<file path="src/rtl/sysref_pkg.sv">
package sysref_pkg;

    localparam int FACT_W = 8;
    localparam int PER_W  = 2 * FACT_W;
    localparam int MIN_PERIOD = 2;

    typedef enum logic [1:0] {
        MODE_SINGLE = 2'b00,
        MODE_SQUARE = 2'b01,
        MODE_GAPPED = 2'b10,
        MODE_RSVD   = 2'b11
    } sr_mode_e;

    typedef struct packed {
        sr_mode_e          mode;
        logic [PER_W-1:0]  period;
        logic [PER_W-1:0]  high;
    } sr_cfg_t;

    // Running modes keep the phase counter driving the line.
    function automatic logic is_running(input sr_mode_e m);
        return (m == MODE_SQUARE) || (m == MODE_GAPPED);
    endfunction

    function automatic logic [PER_W-1:0] clamp_period(input logic [PER_W-1:0] prod);
        return (prod < PER_W'(MIN_PERIOD)) ? PER_W'(MIN_PERIOD) : prod;
    endfunction

endpackage

</file>
<file path="src/rtl/sysref_cfg_calc.sv">
module sysref_cfg_calc
    import sysref_pkg::*;
(
    input  logic [1:0]        mode_sel,
    input  logic [FACT_W-1:0] e_factor,
    input  logic [FACT_W-1:0] mult_factor,
    input  logic [PER_W-1:0]  gap_high,
    output sr_cfg_t           cfg
);
    logic [PER_W-1:0] prod;
    logic [PER_W-1:0] per;
    logic [PER_W-1:0] half;
    logic             gap_ok;
    sr_mode_e         m;

    always_comb begin
        m      = sr_mode_e'(mode_sel);
        prod   = PER_W'(e_factor) * PER_W'(mult_factor);
        per    = clamp_period(prod);
        half   = per >> 1;
        gap_ok = (gap_high != '0) && (gap_high < per);
        cfg.mode   = m;
        cfg.period = per;
        cfg.high   = ((m == MODE_GAPPED) && gap_ok) ? gap_high : half;
    end
endmodule

</file>
<file path="src/rtl/sysref_phase_ctr.sv">
module sysref_phase_ctr
    import sysref_pkg::*;
(
    input  logic             clk,
    input  logic             rst,
    input  sr_cfg_t          cfg_in,
    output sr_cfg_t          cfg_q,
    output logic [PER_W-1:0] cnt
);
    logic load_pend;
    logic at_end;

    assign at_end = (cnt == cfg_q.period - PER_W'(1));

    always_ff @(posedge clk) begin
        if (rst) begin
            cnt          <= '0;
            load_pend    <= 1'b1;
            cfg_q.mode   <= MODE_SINGLE;
            cfg_q.period <= PER_W'(MIN_PERIOD);
            cfg_q.high   <= PER_W'(1);
        end else if (load_pend || at_end) begin
            cnt       <= '0;
            load_pend <= 1'b0;
            cfg_q     <= cfg_in;
        end else begin
            cnt <= cnt + PER_W'(1);
        end
    end

    p_cnt_in_range_r7: assert property (@(posedge clk) disable iff (rst)
        cnt < cfg_q.period);

    p_cnt_step_r7: assert property (@(posedge clk) disable iff (rst)
        (cnt != '0) |-> (cnt == $past(cnt) + PER_W'(1)));

    p_cfg_hold_r7: assert property (@(posedge clk) disable iff (rst)
        (cnt != '0) |-> $stable(cfg_q));

    p_period_min_r8: assert property (@(posedge clk) disable iff (rst)
        cfg_q.period >= PER_W'(MIN_PERIOD));

    p_high_below_period_r3: assert property (@(posedge clk) disable iff (rst)
        cfg_q.high < cfg_q.period);
endmodule

</file>
<file path="src/rtl/sysref_oneshot.sv">
module sysref_oneshot (
    input  logic clk,
    input  logic rst,
    input  logic enable,
    input  logic sw_trig,
    output logic armed,
    output logic pulse
);
    logic seen_low;

    always_ff @(posedge clk) begin
        if (rst || !enable) begin
            seen_low <= 1'b0;
            armed    <= 1'b0;
            pulse    <= 1'b0;
        end else begin
            pulse <= 1'b0;
            if (!sw_trig) begin
                seen_low <= 1'b1;
                if (armed) begin
                    pulse <= 1'b1;
                    armed <= 1'b0;
                end
            end else if (seen_low) begin
                armed <= 1'b1;
            end
        end
    end

    p_pulse_one_cycle_r5: assert property (@(posedge clk) disable iff (rst)
        pulse |=> !pulse);

    p_pulse_after_low_r5: assert property (@(posedge clk) disable iff (rst)
        pulse |-> !$past(sw_trig));

    p_no_rearm_r6: assert property (@(posedge clk) disable iff (rst)
        pulse |-> !armed);
endmodule

</file>
<file path="src/rtl/sysref_gen.sv">
module sysref_gen
    import sysref_pkg::*;
(
    input  logic              clk,
    input  logic              rst,
    input  logic [1:0]        mode_sel,
    input  logic [FACT_W-1:0] e_factor,
    input  logic [FACT_W-1:0] mult_factor,
    input  logic [PER_W-1:0]  gap_high,
    input  logic              sw_trig,
    output logic              sysref_out,
    output logic              gen_active
);
    sr_cfg_t          cfg_next;
    sr_cfg_t          cfg_q;
    logic [PER_W-1:0] cnt;
    logic             running;
    logic             armed;
    logic             pulse;
    logic             wave;

    sysref_cfg_calc u_calc (
        .mode_sel    (mode_sel),
        .e_factor    (e_factor),
        .mult_factor (mult_factor),
        .gap_high    (gap_high),
        .cfg         (cfg_next)
    );

    sysref_phase_ctr u_ctr (
        .clk    (clk),
        .rst    (rst),
        .cfg_in (cfg_next),
        .cfg_q  (cfg_q),
        .cnt    (cnt)
    );

    assign running = is_running(cfg_q.mode);

    sysref_oneshot u_shot (
        .clk     (clk),
        .rst     (rst),
        .enable  (!running),
        .sw_trig (sw_trig),
        .armed   (armed),
        .pulse   (pulse)
    );

    assign wave       = running && (cnt < cfg_q.high);
    assign sysref_out = wave || pulse;
    assign gen_active = running || armed || pulse;

    p_no_pulse_running_r6: assert property (@(posedge clk) disable iff (rst)
        running |-> !pulse);

    p_active_covers_line_r9: assert property (@(posedge clk) disable iff (rst)
        sysref_out |-> gen_active);

    p_wave_starts_high_r2: assert property (@(posedge clk) disable iff (rst)
        (running && cnt == '0) |-> sysref_out);
endmodule

</file>
<file path="config.mk">
export PLATFORM = sky130hd
export DESIGN_NAME = sysref_gen
export DESIGN_NICKNAME = d
export VERILOG_FILES = /design/src/rtl/sysref_pkg.sv /design/src/rtl/sysref_cfg_calc.sv /design/src/rtl/sysref_phase_ctr.sv /design/src/rtl/sysref_oneshot.sv /design/src/rtl/sysref_gen.sv
export SDC_FILE = /design/constraint.sdc
export NUM_CORES = 1
export LEC_CHECK = 0
export ABC_AREA = 1
export ABC_CLOCK_PERIOD_IN_PS = 14750
export BUFFER_PORTS_ARGS = -buffer_cell sky130_fd_sc_hd__buf_4
export CORE_ASPECT_RATIO = 1.5
export CORE_MARGIN = 2
export CORE_UTILIZATION = 68
export CTS_CLUSTER_DIAMETER = 120
export CTS_CLUSTER_SIZE = 30
export DETAILED_ROUTE_END_ITERATION = 8
export GPL_ROUTABILITY_DRIVEN = 0
export PLACE_DENSITY = 0.95
export SLEW_MARGIN = 30
export SYNTH_ARGS = -nofsm -noshare
export SYNTH_HDL_FRONTEND = slang
export SYNTH_SLANG_ARGS = --single-unit
</file>
<file path="constraint.sdc">
create_clock -name clk -period 14.75 [get_ports clk]
set_input_delay 0 -clock clk [delete_from_list [all_inputs] [get_ports clk]]
set_output_delay 0 -clock clk [all_outputs]
set_load 0.01 [all_outputs]
</file>
### Word-level counts from Yosys, hierarchy flattened

Cells that the tools add are included.

* register bits after elaboration: 54
* latch bits: 0
* RAM bits: 0
* memory bits (read-only): 0
* bits of input ports: 37
* logic and storage cells: 35
* memories kept: 0

* add/sub/neg operators: 2
* $mul: 1
* divide/modulo/power cells: 0
* order comparisons: 3
* eq/ne operators: 4
* shift-type cells: 0
* multiplexer cells: 3
* bitwise operators: 1
* reductions and logical operators: 13

Operator list (number)
* $lt 16x16->1: 2
* $mux 16: 2
* $add 16x1->16 const B: 1
* $eq 16x16->1: 1
* $lt 16x2->1 const B: 1
* $mul 8x8->16: 1
* $reduce_bool 16->1: 1
* $sub 16x1->16 const B: 1
* $logic_or 1x1->1: 6
* $reduce_or 2->1: 3
* $eq 2x2->1 const B: 2
* $logic_and 1x1->1: 3
* $eq 2x1->1 const B: 1
* $mux 1: 1
* $not 1->1: 1

### Depth between registers and ports, before layout

* depth after elaboration: 7
* depth in mapped cells: 37
* gate-level depth less buffers: 34

### By module

Synthesis repeated with hierarchy kept, for this count alone.

* cell total of the unflattened synthesis: 1083
* area, all modules: 6787.8 um^2

Modules (own cells, without submodules)
* sysref_cfg_calc: instances 1, cells each 539, area each 3249.4 um^2, sequential area each 0.0 um^2
* sysref_phase_ctr: instances 1, cells each 458, area each 3011.6 um^2, sequential area each 1021.0 um^2
* sysref_gen: instances 1, cells each 73, area each 427.9 um^2, sequential area each 0.0 um^2
* sysref_oneshot: instances 1, cells each 13, area each 98.8 um^2, sequential area each 60.1 um^2

### Least setup slack after synthesis

No wires, ideal clock.

* kind: input to register
* from: in e_factor[0]
* to: reg u_ctr.cfg_q[0] (netlist name)
* arrival time: 5.216 ns
* data required time: 14.637 ns
* setup slack: 9.420 ns
* stages on the path: 24
* path buffers: 2
* cell sequence: clkbuf_1 > nand2_1 > fa_1 > fa_1 > inv_1 > fa_1 > inv_1 > fa_1 > inv_1 > ha_1 > nand2_1 > nor2_1 > nand3_1 > nand3_1 > nand2_1 > nand2_1 > inv_1 > ha_1 > a2111o_1 > nor4_1 > buf_1 > nand3_1 > nand3_1 > nand2_1

* cells in the longest elaborated chain, start to end: 7

RTL lines
* from (decl): line sysref_gen.sv:7 `input logic [FACT_W-1:0] e_factor,`
* $mul 8x8->16 *: line sysref_cfg_calc.sv:18 `prod = PER_W'(e_factor) * PER_W'(mult_factor);`
* $lt 16x2->1: line sysref_pkg.sv:26 `return (prod < PER_W'(MIN_PERIOD)) ? PER_W'(MIN_PERIOD) : prod;`
* $mux 16 *: line sysref_pkg.sv:26
* $lt 16x16->1: line sysref_cfg_calc.sv:21 `gap_ok = (gap_high != '0) && (gap_high < per);`
* $logic_and 1x1->1: line sysref_cfg_calc.sv:21
* $logic_and 1x1->1: line sysref_cfg_calc.sv:24 `cfg.high = ((m == MODE_GAPPED) && gap_ok) ? gap_high : half;`
* $mux 16 *: line sysref_cfg_calc.sv:24

Every way passes the cells marked *; elsewhere a longest branch is shown, timed or not.
A chain may end at the register's enable or synchronous reset.

### Worst setup path in the final report

* from: in e_factor[0]
* to: reg u_ctr.cfg_q[6] (netlist name)

* cells in the longest elaborated chain, start to end: 7

RTL lines (line)
* $mul 8x8->16 *: sysref_cfg_calc.sv:18
* $lt 16x2->1: sysref_pkg.sv:26
* $mux 16 *: sysref_pkg.sv:26
* $lt 16x16->1: sysref_cfg_calc.sv:21
* $logic_and 1x1->1: sysref_cfg_calc.sv:21
* $logic_and 1x1->1: sysref_cfg_calc.sv:24
* $mux 16 *: sysref_cfg_calc.sv:24

Marks and branches as above.

==> impl_results.md <==
* IO Pins at 39
* Post-Syn Instances at 870
* Initial antenna violation count at 0
* Vias per cell at 5.531
* Clk slew on worst S/H paths at 0.07 ns
* Nets at 1029
* Minimum clock period at 5.256 ns
* Combinational share of power at 62.8%
* Layout cells sized above 1 at 10.01%
* Starting Density at 68.72%
* Initial DRC Count at 396
* Final core occ at 74.24%
* Via count at 5525
* Clock buffer count from CTS at 5
* Post-synth EDFFs at 0
* DIE HEIGHT at 119.0 um
* GRT overflow at 0
* Antenna cell count at 0
* Core Region at 8723 sq um
* Min-Delay Path Class: input pin to register
* Gr usage total at 30.53%
* Fin crit share at 35.63%
* Asr flop ratio synth at 0%
* Hold-fix buffers at CTS at 4
* CP arrival at 5.44 ns
* Fillers at 655
* Post-CTS Setup Bufs at 0
* Count of final setup violators at 0
* DR pass1 iterations at 5
* Leak pwr at 3.570 nW
* Post-cts sizing count at 0
* Wire per inst at 13.95 um
* TritonCTS clock tree: built
* PortBufs at 38
* F_max at 0.1903 GHz
* Largest net degree at the start of global routing at 33
* Critical path required time at 14.94 ns
* Power per standard cell area at 134.6 nW/um^2
* Worst hold stages at 3
* Worst slack, placed at 9.283 ns
* Area Overhead vs Synth at 8.036%
* Vias in the first global route at 5309
* Setup crit end kind: register
* Switch share at 47.93%
* Area of the multi-input gates at 4050 sq um
* Syn nets at 1011
* CP Max Fanout at 30
* CTS root buf: clkbuf_16
* HPWL after DPL at 11000 um
* Final Hold Viols at 0
* H-tree depth at 2
* Max Root-Sink Buffers at 2
* Antenna viol nets, final at 0
* Syn. warnings at 0
* Sequential fraction of the synthesis area at 18.03%
* Count of cell types in the netlist at 42
* Chip Width at 80.66 um
* Top_reg_cell synth: dfxtp_1
* Row cnt at 42
* Reg area at 1081 sq um
* First-pass GRT wire length at 23290 um
* Yosys reg bits at 54
* P_int at 0.0004540 W
* Fin worst setup slack at 9.494 ns
* Worst IR Drop VDD at 104.0 uV
* Outcome: finished, final reports clean
* Post-Syn Area per Cell at 6.890 sq um
* FF-to-FF path depth at 13
* Crit Path Category: input pin to register
* Switching power at 0.0004179 W
* Final WL at 13940 um
* Max-cap violations at 0
* Commonest non-fill, non-tap cells in the layout: nand2_1, inv_1, nor2_1, ha_1, dfxtp_1
* DIE AREA at 9598 sq um
* Sink Count at 54
* Clock network power share at 15.6%
* Syn Std Cell Area at 5994 sq um
* Remaining DRCs at 0
* Max-slew headroom at 57.33%
* Startpoint Class: input pin
* Measured slew at the worst slew-check pin at 0.6377 ns
* RSZ-0062 raised after global routing: false
* Reg power frac at 21.6%
* Most common cell after layout, fill and taps aside: nand2_1
* Slew Limit Fails at 0
* Final Skew at 0.004277 ns
* Setup TNS at 0 ns
* Clk_lat worst skew at 0.30 ns
==> routing by layer <==
metal  vias up  global-route usage, %  wire, um
met5         -                      0         0
met4         0                  16.31       709
met3        52                  2.424       437
met2       154                  57.92      7617
met1      2588                  32.06      5173
li1       2731                      -         -
==> registers in the layout (all words and copies together), names as in the netlist <==
register,cells
u_shot.seen_low,1
u_ctr.cnt,16
u_ctr.load_pend,1
u_shot.pulse,1
u_shot.armed,1
u_ctr.cfg_q,34
==> layout make-up <==
| cell class | count | share of cell area [%] |
|---|---|---|
| clock buffer | 5 | 1.932 |
| timing repair buffer | 43 | 5.139 |
| tap | 110 | 2.125 |
| clock inverter | 3 | 0.6762 |
| multi-input combinational | 596 | 62.54 |
| inverter | 188 | 10.90 |
| sequential | 54 | 16.69 |
==> worst max-delay path, cell delays in order <==
cell      delay [ns]
buf_4           0.14
nand2_1         0.09
fa_1            0.52
fa_1            0.55
inv_1           0.06
fa_1            0.54
inv_1           0.06
fa_1            0.53
inv_1           0.04
ha_1            0.35
nand2_1         0.10
nor2_1          0.15
nand3_1         0.17
nand3_1         0.11
nand2_1         0.05
nand2_1         0.10
inv_1           0.11
ha_1            0.32
a2111o_1        0.44
nor4_2          0.26
buf_4           0.39
a21oi_1         0.13
nor2_1          0.16
nor2_1          0.06
==> logic make-up after synthesis <==
group / share of synthesized area (%)
flip-flops: 18.03
AO/OA/AOI/OAI: 9.184
XOR/XNOR: 4.655
buffers and inverters: 14.51
AND/OR/NAND/NOR: 27.41
adder cells (fa/ha/maj): 26.22
==> cell usage after synthesis, types with 6 or more instances <==
| cell type | count | area share, % |
|---|---|---|
| a21oi_1 | 27 | 2.3 |
| o22ai_1 | 8 | 0.83 |
| nor2_1 | 69 | 4.3 |
| a21oi_2 | 13 | 1.9 |
| nand2_1 | 200 | 13 |
| nand4_1 | 12 | 1.3 |
| inv_1 | 185 | 12 |
| o21ai_0 | 28 | 2.3 |
| nand2_2 | 7 | 0.73 |
| fa_1 | 36 | 12 |
| ha_1 | 68 | 14 |
| nor3_1 | 7 | 0.58 |
| buf_2 | 8 | 0.67 |
| xnor2_1 | 6 | 0.88 |
| clkbuf_1 | 17 | 1.1 |
| xor2_1 | 24 | 3.5 |
| nand3_1 | 44 | 3.7 |
| dfxtp_1 | 54 | 18 |
==> path summary, 6_finish.rpt <==
path,start,to,slack (ns)
max,e_factor[0],u_ctr.cfg_q[6],9.49
min,gap_high[15],u_ctr.cfg_q[15],0.03
max reg2reg,u_ctr.cfg_q[18],u_ctr.cfg_q[20],11.17
min reg2reg,u_shot.seen_low,u_shot.seen_low,0.46
==> per-stage QoR <==
| step | instances | hold WS [ns] | power (W) | instance area [sq um] |
|---|---|---|---|---|
| after floorplan | 870 | 0.07679 | 0.0006149 | 5995 |
| after global placement | 987 | 0.1638 | 0.0007073 | 6267 |
| after detailed placement | 987 | 0.1624 | 0.0007232 | 6267 |
| after CTS | 999 | 0.01745 | 0.0008636 | 6476 |
| after global routing | 999 | 0.04634 | 0.0009531 | 6476 |
| final | 999 | 0.02543 | 0.0008719 | 6476 |
==> power by group through the flow <==
stage / clock (W) / sequential, W / combinational [W]
floorplan: 0 / 0.000185 / 0.000430
global placement: 0 / 0.000188 / 0.000519
detailed placement: 0 / 0.000189 / 0.000534
CTS: 0.000135 / 0.000187 / 0.000541
global route: 0.000142 / 0.000190 / 0.000621
finish: 0.000136 / 0.000188 / 0.000547
(Power assumes the default switching activity.)
